===== src/rtl/hub_ctl_pkg.sv =====
package hub_ctl_pkg;
  localparam int unsigned DW        = 32;
  localparam int unsigned AW        = 32;
  localparam int unsigned MAX_LINKS = 8;
  localparam int unsigned LINK_W    = 3;
  localparam int unsigned WIN_W     = 19;

  localparam logic [AW-1:0] OFS_MODE = 32'h0000_0000;
  localparam logic [AW-1:0] OFS_DLY  = 32'h0000_0004;
  localparam logic [AW-1:0] OFS_EN   = 32'h0000_0010;
  localparam logic [AW-1:0] OFS_SET  = 32'h0000_0018;
  localparam logic [AW-1:0] OFS_CLR  = 32'h0000_0020;
  localparam logic [AW-1:0] OFS_VER  = 32'h0000_0074;
  localparam logic [AW-1:0] OFS_PRST = 32'h0000_00D0;
  localparam logic [AW-1:0] OFS_BRG  = 32'h0000_01D0;
  localparam logic [AW-1:0] OFS_ECTL = 32'h0000_02E0;

  localparam logic [DW-1:0] MODE_WMASK = 32'hDFFF_FF10;

  localparam int unsigned PRST_MST  = 29;
  localparam int unsigned PRST_LNK  = 28;
  localparam int unsigned PRST_CTL  = 27;
  localparam int unsigned PRST_PAR  = 26;
  localparam int unsigned BRG_GEN   = 31;
  localparam int unsigned BRG_ERR   = 30;
  localparam int unsigned ECTL_MCHK = 15;
  localparam int unsigned ECTL_TERM = 14;

  typedef enum logic [3:0] {
    SEL_NONE, SEL_MODE, SEL_DLY, SEL_EN, SEL_SET, SEL_CLR,
    SEL_VER, SEL_PRST, SEL_BRG, SEL_ECTL
  } reg_sel_e;
endpackage


===== src/rtl/hub_ctl_dec.sv =====
module hub_ctl_dec
  import hub_ctl_pkg::*;
#(
  parameter int unsigned N_LINKS = 8
) (
  input  logic [AW-1:0]     addr_i,
  output logic              win_o,
  output reg_sel_e          sel_o,
  output logic [LINK_W-1:0] link_o,
  output logic              in_range_o,
  output logic [WIN_W-1:0]  ofs_o
);
  localparam int unsigned SLOT_W = AW - WIN_W;

  logic [SLOT_W-1:0] slot, lidx;

  assign slot       = addr_i[AW-1:WIN_W];
  assign win_o      = (slot != '0);
  assign lidx       = slot - SLOT_W'(1);
  assign in_range_o = win_o && (lidx < SLOT_W'(N_LINKS));
  assign link_o     = lidx[LINK_W-1:0];
  assign ofs_o      = addr_i[WIN_W-1:0];

  always_comb begin
    case (addr_i)
      OFS_MODE: sel_o = SEL_MODE;
      OFS_DLY:  sel_o = SEL_DLY;
      OFS_EN:   sel_o = SEL_EN;
      OFS_SET:  sel_o = SEL_SET;
      OFS_CLR:  sel_o = SEL_CLR;
      OFS_VER:  sel_o = SEL_VER;
      OFS_PRST: sel_o = SEL_PRST;
      OFS_BRG:  sel_o = SEL_BRG;
      OFS_ECTL: sel_o = SEL_ECTL;
      default:  sel_o = SEL_NONE;
    endcase
  end
endmodule


===== src/rtl/hub_ctl_regs.sv =====
module hub_ctl_regs
  import hub_ctl_pkg::*;
#(
  parameter int unsigned N_LINKS = 8,
  parameter logic [7:0]  HUB_REV = 8'h01
) (
  input  logic               clk_i,
  input  logic               rst_ni,
  input  logic               wr_i,
  input  reg_sel_e           sel_i,
  input  logic [DW-1:0]      wdata_i,
  input  logic [N_LINKS-1:0] plug_i,
  input  logic [DW-1:0]      err_stat_i,
  input  logic               mst_err_i,
  output logic [DW-1:0]      rdata_o,
  output logic               hit_o,
  output logic [N_LINKS-1:0] en_o,
  output logic [DW-1:0]      mode_o,
  output logic [DW-1:0]      dly_o,
  output logic               mchk_o,
  output logic               auto_term_o,
  output logic               rst_mst_o,
  output logic               rst_lnk_o,
  output logic               par_clr_o,
  output logic               brg_gen_o,
  output logic               brg_err_o
);
  localparam logic [7:0] LINK_CNT = 8'(N_LINKS);

  logic [DW-1:0]      mode_q, dly_q, en_word, plug_word;
  logic [N_LINKS-1:0] en_q, en_d, wlink;
  logic               mchk_arm_q, term_q, ctl_clr;

  // link n lives at bit DW-1-n of the word view
  for (genvar b = 0; b < DW; b++) begin : g_word
    if (b < N_LINKS) begin : g_link
      assign en_word[DW-1-b]   = en_q[b];
      assign plug_word[DW-1-b] = plug_i[b];
      assign wlink[b]          = wdata_i[DW-1-b];
    end else begin : g_pad
      assign en_word[DW-1-b]   = 1'b0;
      assign plug_word[DW-1-b] = 1'b0;
    end
  end

  assign ctl_clr = wr_i && (sel_i == SEL_PRST) && wdata_i[PRST_CTL];

  always_comb begin
    en_d = en_q;
    if (wr_i) begin
      case (sel_i)
        SEL_EN:  en_d = wlink;
        SEL_SET: en_d = en_q | wlink;
        SEL_CLR: en_d = en_q & ~wlink;
        default: en_d = en_q;
      endcase
    end
  end

  always_ff @(posedge clk_i or negedge rst_ni) begin
    if (!rst_ni) begin
      mode_q     <= '0;
      dly_q      <= '0;
      en_q       <= '0;
      mchk_arm_q <= 1'b0;
      term_q     <= 1'b0;
    end else if (ctl_clr) begin
      mode_q     <= '0;
      dly_q      <= '0;
      en_q       <= '0;
      mchk_arm_q <= 1'b0;
      term_q     <= 1'b0;
    end else begin
      en_q <= en_d;
      if (wr_i && sel_i == SEL_MODE) mode_q <= wdata_i & MODE_WMASK;
      if (wr_i && sel_i == SEL_DLY)  dly_q  <= wdata_i;
      if (wr_i && sel_i == SEL_ECTL) begin
        mchk_arm_q <= wdata_i[ECTL_MCHK];
        term_q     <= wdata_i[ECTL_TERM];
      end
    end
  end

  always_ff @(posedge clk_i or negedge rst_ni) begin
    if (!rst_ni) begin
      rst_mst_o <= 1'b0;
      rst_lnk_o <= 1'b0;
      par_clr_o <= 1'b0;
      brg_gen_o <= 1'b0;
      brg_err_o <= 1'b0;
    end else begin
      rst_mst_o <= wr_i && (sel_i == SEL_PRST) && wdata_i[PRST_MST];
      rst_lnk_o <= wr_i && (sel_i == SEL_PRST) && wdata_i[PRST_LNK];
      par_clr_o <= wr_i && (sel_i == SEL_PRST) && wdata_i[PRST_PAR];
      brg_gen_o <= wr_i && (sel_i == SEL_BRG)  && wdata_i[BRG_GEN];
      brg_err_o <= wr_i && (sel_i == SEL_BRG)  && wdata_i[BRG_ERR];
    end
  end

  always_comb begin
    case (sel_i)
      SEL_MODE: rdata_o = mode_q;
      SEL_DLY:  rdata_o = dly_q;
      SEL_EN:   rdata_o = en_word;
      SEL_SET:  rdata_o = plug_word;
      SEL_VER:  rdata_o = {16'h0000, LINK_CNT, HUB_REV};
      SEL_BRG:  rdata_o = err_stat_i;
      default:  rdata_o = '0;
    endcase
  end

  assign hit_o       = (sel_i != SEL_NONE);
  assign en_o        = en_q;
  assign mode_o      = mode_q;
  assign dly_o       = dly_q;
  assign auto_term_o = term_q;
  assign mchk_o      = mchk_arm_q & mst_err_i;


  set_only_chk: assert property (@(posedge clk_i) disable iff (!rst_ni)
    (wr_i && sel_i == SEL_SET) |=> ((en_o & $past(en_o)) == $past(en_o)));

  clr_only_chk: assert property (@(posedge clk_i) disable iff (!rst_ni)
    (wr_i && sel_i == SEL_CLR) |=> ((en_o | $past(en_o)) == $past(en_o)));

  ctl_clr_chk: assert property (@(posedge clk_i) disable iff (!rst_ni)
    (wr_i && sel_i == SEL_PRST && wdata_i[PRST_CTL]) |=>
      (mode_o == '0 && dly_o == '0 && en_o == '0 && !auto_term_o));
endmodule


===== src/rtl/hub_ctl_fwd.sv =====
module hub_ctl_fwd
  import hub_ctl_pkg::*;
(
  input  logic              clk_i,
  input  logic              rst_ni,
  input  logic              start_i,
  input  logic [LINK_W-1:0] link_i,
  input  logic [WIN_W-1:0]  ofs_i,
  input  logic              we_i,
  input  logic [DW-1:0]     wdata_i,
  output logic              busy_o,
  output logic              done_o,
  output logic              dn_valid_o,
  input  logic              dn_ready_i,
  output logic [LINK_W-1:0] dn_link_o,
  output logic [WIN_W-1:0]  dn_addr_o,
  output logic              dn_we_o,
  output logic [DW-1:0]     dn_wdata_o,
  input  logic              dn_rsp_valid_i
);
  typedef enum logic [1:0] {F_IDLE, F_REQ, F_WAIT} fwd_st_e;

  fwd_st_e st_q;

  always_ff @(posedge clk_i or negedge rst_ni) begin
    if (!rst_ni) begin
      st_q       <= F_IDLE;
      dn_link_o  <= '0;
      dn_addr_o  <= '0;
      dn_we_o    <= 1'b0;
      dn_wdata_o <= '0;
    end else begin
      case (st_q)
        F_IDLE: if (start_i) begin
          st_q       <= F_REQ;
          dn_link_o  <= link_i;
          dn_addr_o  <= ofs_i;
          dn_we_o    <= we_i;
          dn_wdata_o <= wdata_i;
        end
        F_REQ:   if (dn_ready_i) st_q <= F_WAIT;
        F_WAIT:  if (dn_rsp_valid_i) st_q <= F_IDLE;
        default: st_q <= F_IDLE;
      endcase
    end
  end

  assign busy_o     = (st_q != F_IDLE);
  assign dn_valid_o = (st_q == F_REQ);
  assign done_o     = (st_q == F_WAIT) && dn_rsp_valid_i;


  dn_hold_chk: assert property (@(posedge clk_i) disable iff (!rst_ni)
    (dn_valid_o && !dn_ready_i) |=> (dn_valid_o && $stable(dn_addr_o) &&
      $stable(dn_link_o) && $stable(dn_we_o) && $stable(dn_wdata_o)));
endmodule


===== src/rtl/hub_ctl_front.sv =====
module hub_ctl_front
  import hub_ctl_pkg::*;
#(
  parameter int unsigned N_LINKS = 8,
  parameter logic [7:0]  HUB_REV = 8'h01
) (
  input  logic               clk_i,
  input  logic               rst_ni,
  input  logic               req_valid_i,
  output logic               req_ready_o,
  input  logic [31:0]        req_addr_i,
  input  logic               req_we_i,
  input  logic [31:0]        req_wdata_i,
  output logic               rsp_valid_o,
  output logic [31:0]        rsp_rdata_o,
  output logic               rsp_err_o,
  output logic               dn_valid_o,
  input  logic               dn_ready_i,
  output logic [2:0]         dn_link_o,
  output logic [18:0]        dn_addr_o,
  output logic               dn_we_o,
  output logic [31:0]        dn_wdata_o,
  input  logic               dn_rsp_valid_i,
  input  logic [31:0]        dn_rdata_i,
  input  logic               dn_err_i,
  input  logic [N_LINKS-1:0] plug_i,
  input  logic [31:0]        err_stat_i,
  input  logic               mst_err_i,
  output logic [31:0]        mode_o,
  output logic [31:0]        dly_o,
  output logic [N_LINKS-1:0] en_o,
  output logic               mchk_o,
  output logic               auto_term_o,
  output logic               rst_mst_o,
  output logic               rst_lnk_o,
  output logic               par_clr_o,
  output logic               brg_gen_o,
  output logic               brg_err_o
);
  logic              win, in_range, hit, busy, fwd_done, accept, link_ok, fwd_start;
  reg_sel_e          sel;
  logic [LINK_W-1:0] link;
  logic [WIN_W-1:0]  ofs;
  logic [DW-1:0]     reg_rdata;
  logic [MAX_LINKS-1:0] en_pad;
  logic              rsp_valid_q, rsp_err_q;
  logic [DW-1:0]     rsp_rdata_q;

  hub_ctl_dec #(.N_LINKS(N_LINKS)) u_dec (
    .addr_i(req_addr_i), .win_o(win), .sel_o(sel), .link_o(link),
    .in_range_o(in_range), .ofs_o(ofs)
  );

  assign req_ready_o = !busy;
  assign accept      = req_valid_i && req_ready_o;
  assign en_pad      = MAX_LINKS'(en_o);
  assign link_ok     = in_range && en_pad[link];
  assign fwd_start   = accept && link_ok;

  hub_ctl_regs #(.N_LINKS(N_LINKS), .HUB_REV(HUB_REV)) u_regs (
    .clk_i, .rst_ni,
    .wr_i(accept && req_we_i && !win), .sel_i(sel), .wdata_i(req_wdata_i),
    .plug_i, .err_stat_i, .mst_err_i,
    .rdata_o(reg_rdata), .hit_o(hit), .en_o, .mode_o, .dly_o,
    .mchk_o, .auto_term_o, .rst_mst_o, .rst_lnk_o, .par_clr_o,
    .brg_gen_o, .brg_err_o
  );

  hub_ctl_fwd u_fwd (
    .clk_i, .rst_ni,
    .start_i(fwd_start), .link_i(link), .ofs_i(ofs), .we_i(req_we_i),
    .wdata_i(req_wdata_i), .busy_o(busy), .done_o(fwd_done),
    .dn_valid_o, .dn_ready_i, .dn_link_o, .dn_addr_o, .dn_we_o,
    .dn_wdata_o, .dn_rsp_valid_i
  );

  always_ff @(posedge clk_i or negedge rst_ni) begin
    if (!rst_ni) begin
      rsp_valid_q <= 1'b0;
      rsp_rdata_q <= '0;
      rsp_err_q   <= 1'b0;
    end else begin
      rsp_valid_q <= (accept && !fwd_start) || fwd_done;
      if (fwd_done) begin
        rsp_rdata_q <= dn_rdata_i;
        rsp_err_q   <= dn_err_i;
      end else if (accept) begin
        rsp_rdata_q <= (!win && !req_we_i && hit) ? reg_rdata : '0;
        rsp_err_q   <= win || !hit;
      end
    end
  end

  assign rsp_valid_o = rsp_valid_q;
  assign rsp_rdata_o = rsp_rdata_q;
  assign rsp_err_o   = rsp_err_q;


  reg_rsp_chk: assert property (@(posedge clk_i) disable iff (!rst_ni)
    (accept && !win) |=> rsp_valid_o);

  bad_win_chk: assert property (@(posedge clk_i) disable iff (!rst_ni)
    (accept && win && !link_ok) |=> (rsp_valid_o && rsp_err_o && !dn_valid_o));

  fwd_en_chk: assert property (@(posedge clk_i) disable iff (!rst_ni)
    dn_valid_o |-> (en_pad[dn_link_o] && (32'(dn_link_o) < N_LINKS)));

  busy_ready_chk: assert property (@(posedge clk_i) disable iff (!rst_ni)
    dn_valid_o |-> !req_ready_o);
endmodule


===== config.mk =====
export PLATFORM = sky130hd
export DESIGN_NAME = hub_ctl_front
export DESIGN_NICKNAME = d
export VERILOG_FILES = /design/src/rtl/hub_ctl_pkg.sv /design/src/rtl/hub_ctl_dec.sv /design/src/rtl/hub_ctl_regs.sv /design/src/rtl/hub_ctl_fwd.sv /design/src/rtl/hub_ctl_front.sv
export SDC_FILE = /design/constraint.sdc
export NUM_CORES = 1
export LEC_CHECK = 0
export BUFFER_PORTS_ARGS = -buffer_cell sky130_fd_sc_hd__buf_2
export CAP_MARGIN = 20
export CELL_PAD_IN_SITES_DETAIL_PLACEMENT = 0
export CELL_PAD_IN_SITES_GLOBAL_PLACEMENT = 1
export CORE_MARGIN = 8
export CORE_UTILIZATION = 41
export CTS_BUF_LIST = sky130_fd_sc_hd__clkbuf_4 sky130_fd_sc_hd__clkbuf_8
export DETAILED_ROUTE_END_ITERATION = 10
export PLACE_DENSITY_LB_ADDON = 0.1
export SYNTH_ARGS = -nofsm -noshare
export SYNTH_HDL_FRONTEND = slang
export SYNTH_SLANG_ARGS = --single-unit
export TNS_END_PERCENT = 1

===== constraint.sdc =====
create_clock -name clk_i -period 8.15 [get_ports clk_i]
set_clock_uncertainty 0.15 [all_clocks]
set_input_delay 1.63 -clock clk_i [delete_from_list [all_inputs] [get_ports clk_i]]
set_output_delay 1.63 -clock clk_i [all_outputs]
set_load 0.01 [all_outputs]

* Word-level counts from Yosys, hierarchy flattened
Index checks and enable logic that the tools add are counted.
Cells by class: $add $sub $neg 1, order comparisons 2, equality and inequality tests 22, multiplexer cells 24, bitwise logic cells 4, reductions and logical operators 42
Operators by type and width (count):
- 32-bit 2-to-1 mux | 7
- 32-bit one-hot mux with 6 select lines | 1
- 32-bit by 5-bit == test with 1-bit output (second input constant) | 2
- 4-bit one-hot mux with 9 select lines | 1
- 32-bit by 10-bit == test with 1-bit output (second input constant) | 1
- 32-bit by 3-bit == test with 1-bit output (second input constant) | 1
- 32-bit by 6-bit == test with 1-bit output (second input constant) | 1
- 32-bit by 7-bit == test with 1-bit output (second input constant) | 1
- 32-bit by 8-bit == test with 1-bit output (second input constant) | 1
- 32-bit by 9-bit == test with 1-bit output (second input constant) | 1
- 32-bit zero test | 1
- 8-bit one-hot mux with 3 select lines | 1
- 1-bit logical AND | 21
- 4-bit by 3-bit == test with 1-bit output (second input constant) | 4
- 8-bit 2-to-1 mux | 2
- 13-bit by 4-bit less-than comparator with 1-bit output (second input constant) | 1
- 13-bit nonzero test | 1
- 13-bit by 1-bit subtractor with 13-bit output (second input constant) | 1
- 2-bit nonzero test | 6
- 8-bit bitwise AND | 1
- 4-bit by 2-bit == test with 1-bit output (second input constant) | 2
- 4-bit == test (second input constant) | 2
- 8-bit inverter | 1
- 8-bit OR | 1
- other kinds (17) | 33
Word-level totals: register bits 170, bits of input ports 144, output and inout port bits 170, logic and storage cells 113

* Logic depth before layout (Yosys ltp)
word-level depth 9, mapped depth 10, gate-level depth less buffers 8

* By module
Synthesis repeated with hierarchy kept, for this count alone.
Second synthesis, totals: cell total of the unflattened synthesis 789, area total of the unflattened synthesis 8608.3 sq um
Modules (own cells, without submodules):
- hub_ctl_regs | times used 1, cells each 440, area an instance 3977.6 sq um, sequential area each 1776.7 sq um
- hub_ctl_fwd | times used 1, cells each 127, area an instance 2403.6 sq um, sequential area each 1426.4 sq um
- hub_ctl_front | times used 1, cells each 131, area an instance 1625.3 sq um, sequential area each 850.8 sq um
- hub_ctl_dec | times used 1, cells each 91, area an instance 601.8 sq um, sequential area each 0.0 sq um

* Worst setup path before layout
No wires, ideal clock.
path kind input to register, from input req_addr_i[27], to register u_regs.dly_q[15], in the netlist u_regs.dly_o[15], library setup time 0.132 ns, arrival time 3.773 ns, required time 7.868 ns, slack 4.095 ns, stages on the path 10, path buffers 4, path through or4_4 > buf_6 > or3_1 > buf_2 > nor4_2 > and2_1 > buf_4 > buf_6 > mux2i_1 > nor2_1
On the way: longest elaborated chain between the ends 6, elaborated cells on any way between the ends 20, those cells by class eq/ne: 10; mux: 2; reduce/logical: 8
RTL lines:
- from (decl) | RTL line hub_ctl_front.sv:11 | input logic [31:0] req_addr_i,
- 32-bit by 10-bit == test with 1-bit output (tied with other cells) | RTL line hub_ctl_dec.sv:25 | case (addr_i)
- 4-bit one-hot mux with 9 select lines or 1-bit zero test (tied branches) | RTL line hub_ctl_dec.sv:25, hub_ctl_front.sv:62
- 4-bit by 3-bit == test with 1-bit output or 1-bit logical AND (tied branches) | RTL line hub_ctl_regs.sv:46, hub_ctl_front.sv:62
- 1-bit logical AND (2 in series) | RTL line hub_ctl_regs.sv:46 | assign ctl_clr = wr_i && (sel_i == SEL_PRST) && wdata_i[PRST_CTL];
- 32-bit 2-to-1 mux or 2-bit nonzero test (tied branches)
- to (signal assigned) | RTL line hub_ctl_regs.sv:76 | if (wr_i && sel_i == SEL_DLY) dly_q <= wdata_i;
- to (decl) | RTL line hub_ctl_regs.sv:30 | logic [DW-1:0] mode_q, dly_q, en_word, plug_word;
Several ways; a longest one is shown, not always the timed one. A chain may end at the register's enable or synchronous reset.

* Final worst setup path
from input req_addr_i[19], to register u_regs.term_q, in the netlist u_regs.auto_term_o
On the way: longest elaborated chain between the ends 6, elaborated cells on any way between the ends 20, those cells by class eq/ne: 10; mux: 2; reduce/logical: 8
RTL lines:
- 32-bit by 10-bit == test with 1-bit output (tied with other cells) | RTL line hub_ctl_dec.sv:25
- 4-bit one-hot mux with 9 select lines or 1-bit zero test (tied branches) | RTL line hub_ctl_dec.sv:25, hub_ctl_front.sv:62
- 4-bit by 3-bit == test with 1-bit output or 1-bit logical AND (tied branches) | RTL line hub_ctl_regs.sv:46, hub_ctl_front.sv:62
- 1-bit logical AND (2 in series) | RTL line hub_ctl_regs.sv:46
- 1-bit 2-to-1 mux or 2-bit nonzero test (tied branches)
- to (signal assigned) | RTL line hub_ctl_regs.sv:79 | term_q <= wdata_i[ECTL_TERM];
- to (decl) | RTL line hub_ctl_regs.sv:32 | logic mchk_arm_q, term_q, ctl_clr;
Several ways; a longest one is shown, not always the timed one.

==> impl_metrics.py <==
metrics = {
    "power_and_ir_drop": {
        "cellPowerDensity_nw_per_um2": 155,
        "p_leak_uw": 0.00514,
        "p_int_uw": 1170,
        "clkPwrFrac_pct": 41.8,
        "p_comb_share_pct": 6.8,
        "p_sw_share_pct": 25.5,
        "vdd_drop_max_v": 0.0000916,
        "seq_power_share_pct": 51.5,
        "finalPower_uw": 1570,
        "p_sw_uw": 402,
    },
    "clock_network": {
        "clkSinkCount": 162,
        "postCtsSetupBuffers": 0,
        "clock-root-buffer": "clkbuf_8",
        "cts_resized": 0,
        "clk_pin_slew_ps": 90,
        "htree_levels": 4,
        "cts_made_buffers": 17,
        "clk_latency_ps": 450,
        "cts_buffer_depth": 2,
        "tritoncts": "done",
        "hold_buffers": 0,
    },
    "finish": {
        "fin_nets": 1159,
        "mostFrequentLayoutCell": "buf_2",
        "syn2layout_area_growth_pct": 27.0,
        "mostFrequentLayoutCells": "buf_2 (304), dfrtp_1 (162), o21ai_1 (62)",
        "fin_cells": 1292,
        "fillers": 1862,
        "layout-drive-gt1-share_pct": 41.2,
        "fin_util_pct": 52.6,
    },
    "floorplanning": {
        "rows": 51,
        "fp.dieW_um": 156,
        "initial_core_util_pct": 41.4,
        "ios": 314,
        "core_area_um2": 19300,
        "die_h_um": 156,
        "die_area_um2": 24200,
    },
    "grt": {
        "grt-ovfl-total": 0,
        "antenna_found_initial": 3,
        "grt_max_degree": 92,
        "grt_pass1_vias": 7417,
        "gr-usage-all-layers_pct": 23.6,
        "grt_first_pass_wirelength_um": 44100,
    },
    "sta": {
        "setup_viol": 0,
        "hold_violations": 0,
        "tns_ps": 0,
        "max-slew-margin-rel_pct": 29.1,
        "worst_slack_ps": 3700,
        "max_slew.worst_pin.slew_ps": 1060,
        "rsz0062_at_grt": "no",
        "slew_viol_final": 0,
        "fmax_mhz": 225,
        "fin_crit_ps": 4450,
        "fin_crit_sh_pct": 54.6,
    },
    "detailed_routing": {
        "firstDrtPassIters": 5,
        "initialDrtViolationCount": 496,
        "top_layer_used": "met5",
        "route.met2.wl_um": 13500,
        "wirelength_um": 29000,
        "route.vias.total": 7131,
        "wl_met1_um": 12800,
        "postRouteAntennaNets": 0,
        "route.met3.wl_um": 2400,
        "drc": 0,
        "detail_route.wl_per_cell_um": 22.5,
        "viasPerCell": 5.52,
    },
    "critical_path": {
        "reg2reg_from": "u_fwd.st_q[1]",
        "start_kind": "input port",
        "setup.worst_path.start": "req_addr_i[19]",
        "endpoint_kind": "flip-flop",
        "cp.required_ps": 8380,
        "arrival_ps": 4680,
        "crit_fanout": 27,
        "critPathKind": "input port to flip-flop",
    },
    "yosys": {
        "yosys_register_bits": 162,
        "yosys.area_share.simple_pct": 15.0,
        "synth_compound_area_share_pct": 16.1,
        "avgSynthCellArea_um2": 10.9,
        "synth_top_family_by_area": "compound AO/OA/AOI/OAI gates",
        "yosys.cell_types.count": 65,
        "async_flop_share_pct": 100,
        "yosysSeqAreaShare_pct": 50.8,
        "yosysWarnings": 0,
        "synth_area_um2": 7990,
        "synthAdderAreaFrac_pct": 0.313,
        "synth_edf_count": 0,
        "synthFlopType": "dfrtp_1",
        "synth-xor-area-share_pct": 0.219,
        "synthMuxAreaShare_pct": 12.4,
        "synthCells": 732,
    },
    "flow_run": {
        "max_cap_viol_count": 0,
    },
    "placed_design": {
        "hpwl_um": 20800,
        "gp_congestion": 0.799,
        "io_buffers": 305,
        "place_ws_ps": 3180,
        "dpl.cell_count": 1258,
    },
    "min_path": {
        "min_path_type": "flip-flop to flip-flop",
        "holdCritStartpoint": "u_fwd.dn_addr_o[15]",
    },
    "outcome": {
        "outcome": "finished, final reports clean",
    },
}
==> power groups by stage <==
stage	registers (uW)	logic, uW	clock network [uW]
2_1_floorplan	829	32.3	0
3_3_place_gp	826	107	0
3_5_place_dp	826	108	0
4_1_cts	810	108	669
5_1_grt	811	119	700
6_report	810	107	657
==> per-layer routing <==
| metal | vias up | GRT usage [%] |
|---|---|---|
| li1 | 3290 | - |
| met1 | 3530 | 31.3 |
| met2 | 282 | 37.6 |
| met3 | 25 | 6.45 |
| met4 | 4 | 5.50 |
| met5 | - | 0 |
==> registers in the layout, indices dropped and copies added, names as in the netlist, 2 cells and up <==
name and flops:
u_fwd.st_q 2, u_fwd.dn_wdata_o 32, u_fwd.dn_link_o 3, u_regs.mode_o 24
u_regs.en_o 8, rsp_rdata_o 32, u_fwd.dn_addr_o 19, u_regs.dly_o 32
==> logic make-up after synthesis <==
group | after synthesis
adders and majority gates | 2
xor gates and xnor gates | 2
AOI/OAI and AO/OA | 198
buffers and inverters | 79
other | 1
and+or+nand+nor | 198
DFF | 162
muxes | 90
==> worst paths after layout <==
path | to | slack (ps) | cells past startpoint
min in group asynchronous | rsp_rdata_o[6] | 1050 | 1
setup reg to reg | u_regs.auto_term_o | 4810 | 6
max in group asynchronous | u_regs.mode_o[31] | 5270 | 2
setup / recovery | u_regs.auto_term_o | 3700 | 9
hold / removal | u_fwd.dn_addr_o[15] | 340 | 1
hold reg to reg | u_fwd.dn_addr_o[15] | 340 | 1
==> through the flow <==
stage	hold WS [ps]	area, um^2
global placement	313	9670
floorplan	355	8010
finish	340	10100
global route	370	10100
detailed placement	324	9670
CTS	345	10100
==> worst max-delay path, stage by stage <==
cell and delay (ps):
buf_2 140, inv_1 110, ha_1 200, or4bb_1 510
nor4_4 200, o2111ai_1 240, or4_1 1000, or3_1 500
a21oi_1 140
==> layout make-up <==
cell class / count / area (um^2) / area share (%)
inverter: 18 / 67.6 / 0.666
clock inverter: 14 / 190 / 1.88
timing repair buffer: 316 / 1640 / 16.1
multi-input combinational: 498 / 3610 / 35.6
tap: 265 / 332 / 3.27
sequential: 162 / 4050 / 40.0
antenna: 1 / 2.50 / 0.0247
clock buffer: 18 / 248 / 2.44
==> cells in the mapped netlist, types with 10 or more instances <==
cell type / n / area share, %
nor2_1: 52 / 2.4
nand3_1: 37 / 2.3
inv_1: 18 / 0.85
mux2i_1: 34 / 4.3
o21ai_1: 62 / 3.9
clkbuf_1: 26 / 1.2
buf_2: 15 / 0.94
a22oi_1: 39 / 3.7
nor3b_1: 12 / 1.1
mux2_2: 46 / 6.5
a222oi_1: 16 / 2.0
a21oi_1: 36 / 2.3
dfrtp_1: 162 / 51
o21ai_0: 10 / 0.63
buf_4: 13 / 1.2
and2_1: 16 / 1.3
No activity file was read; power rests on OpenSTA's default activity.
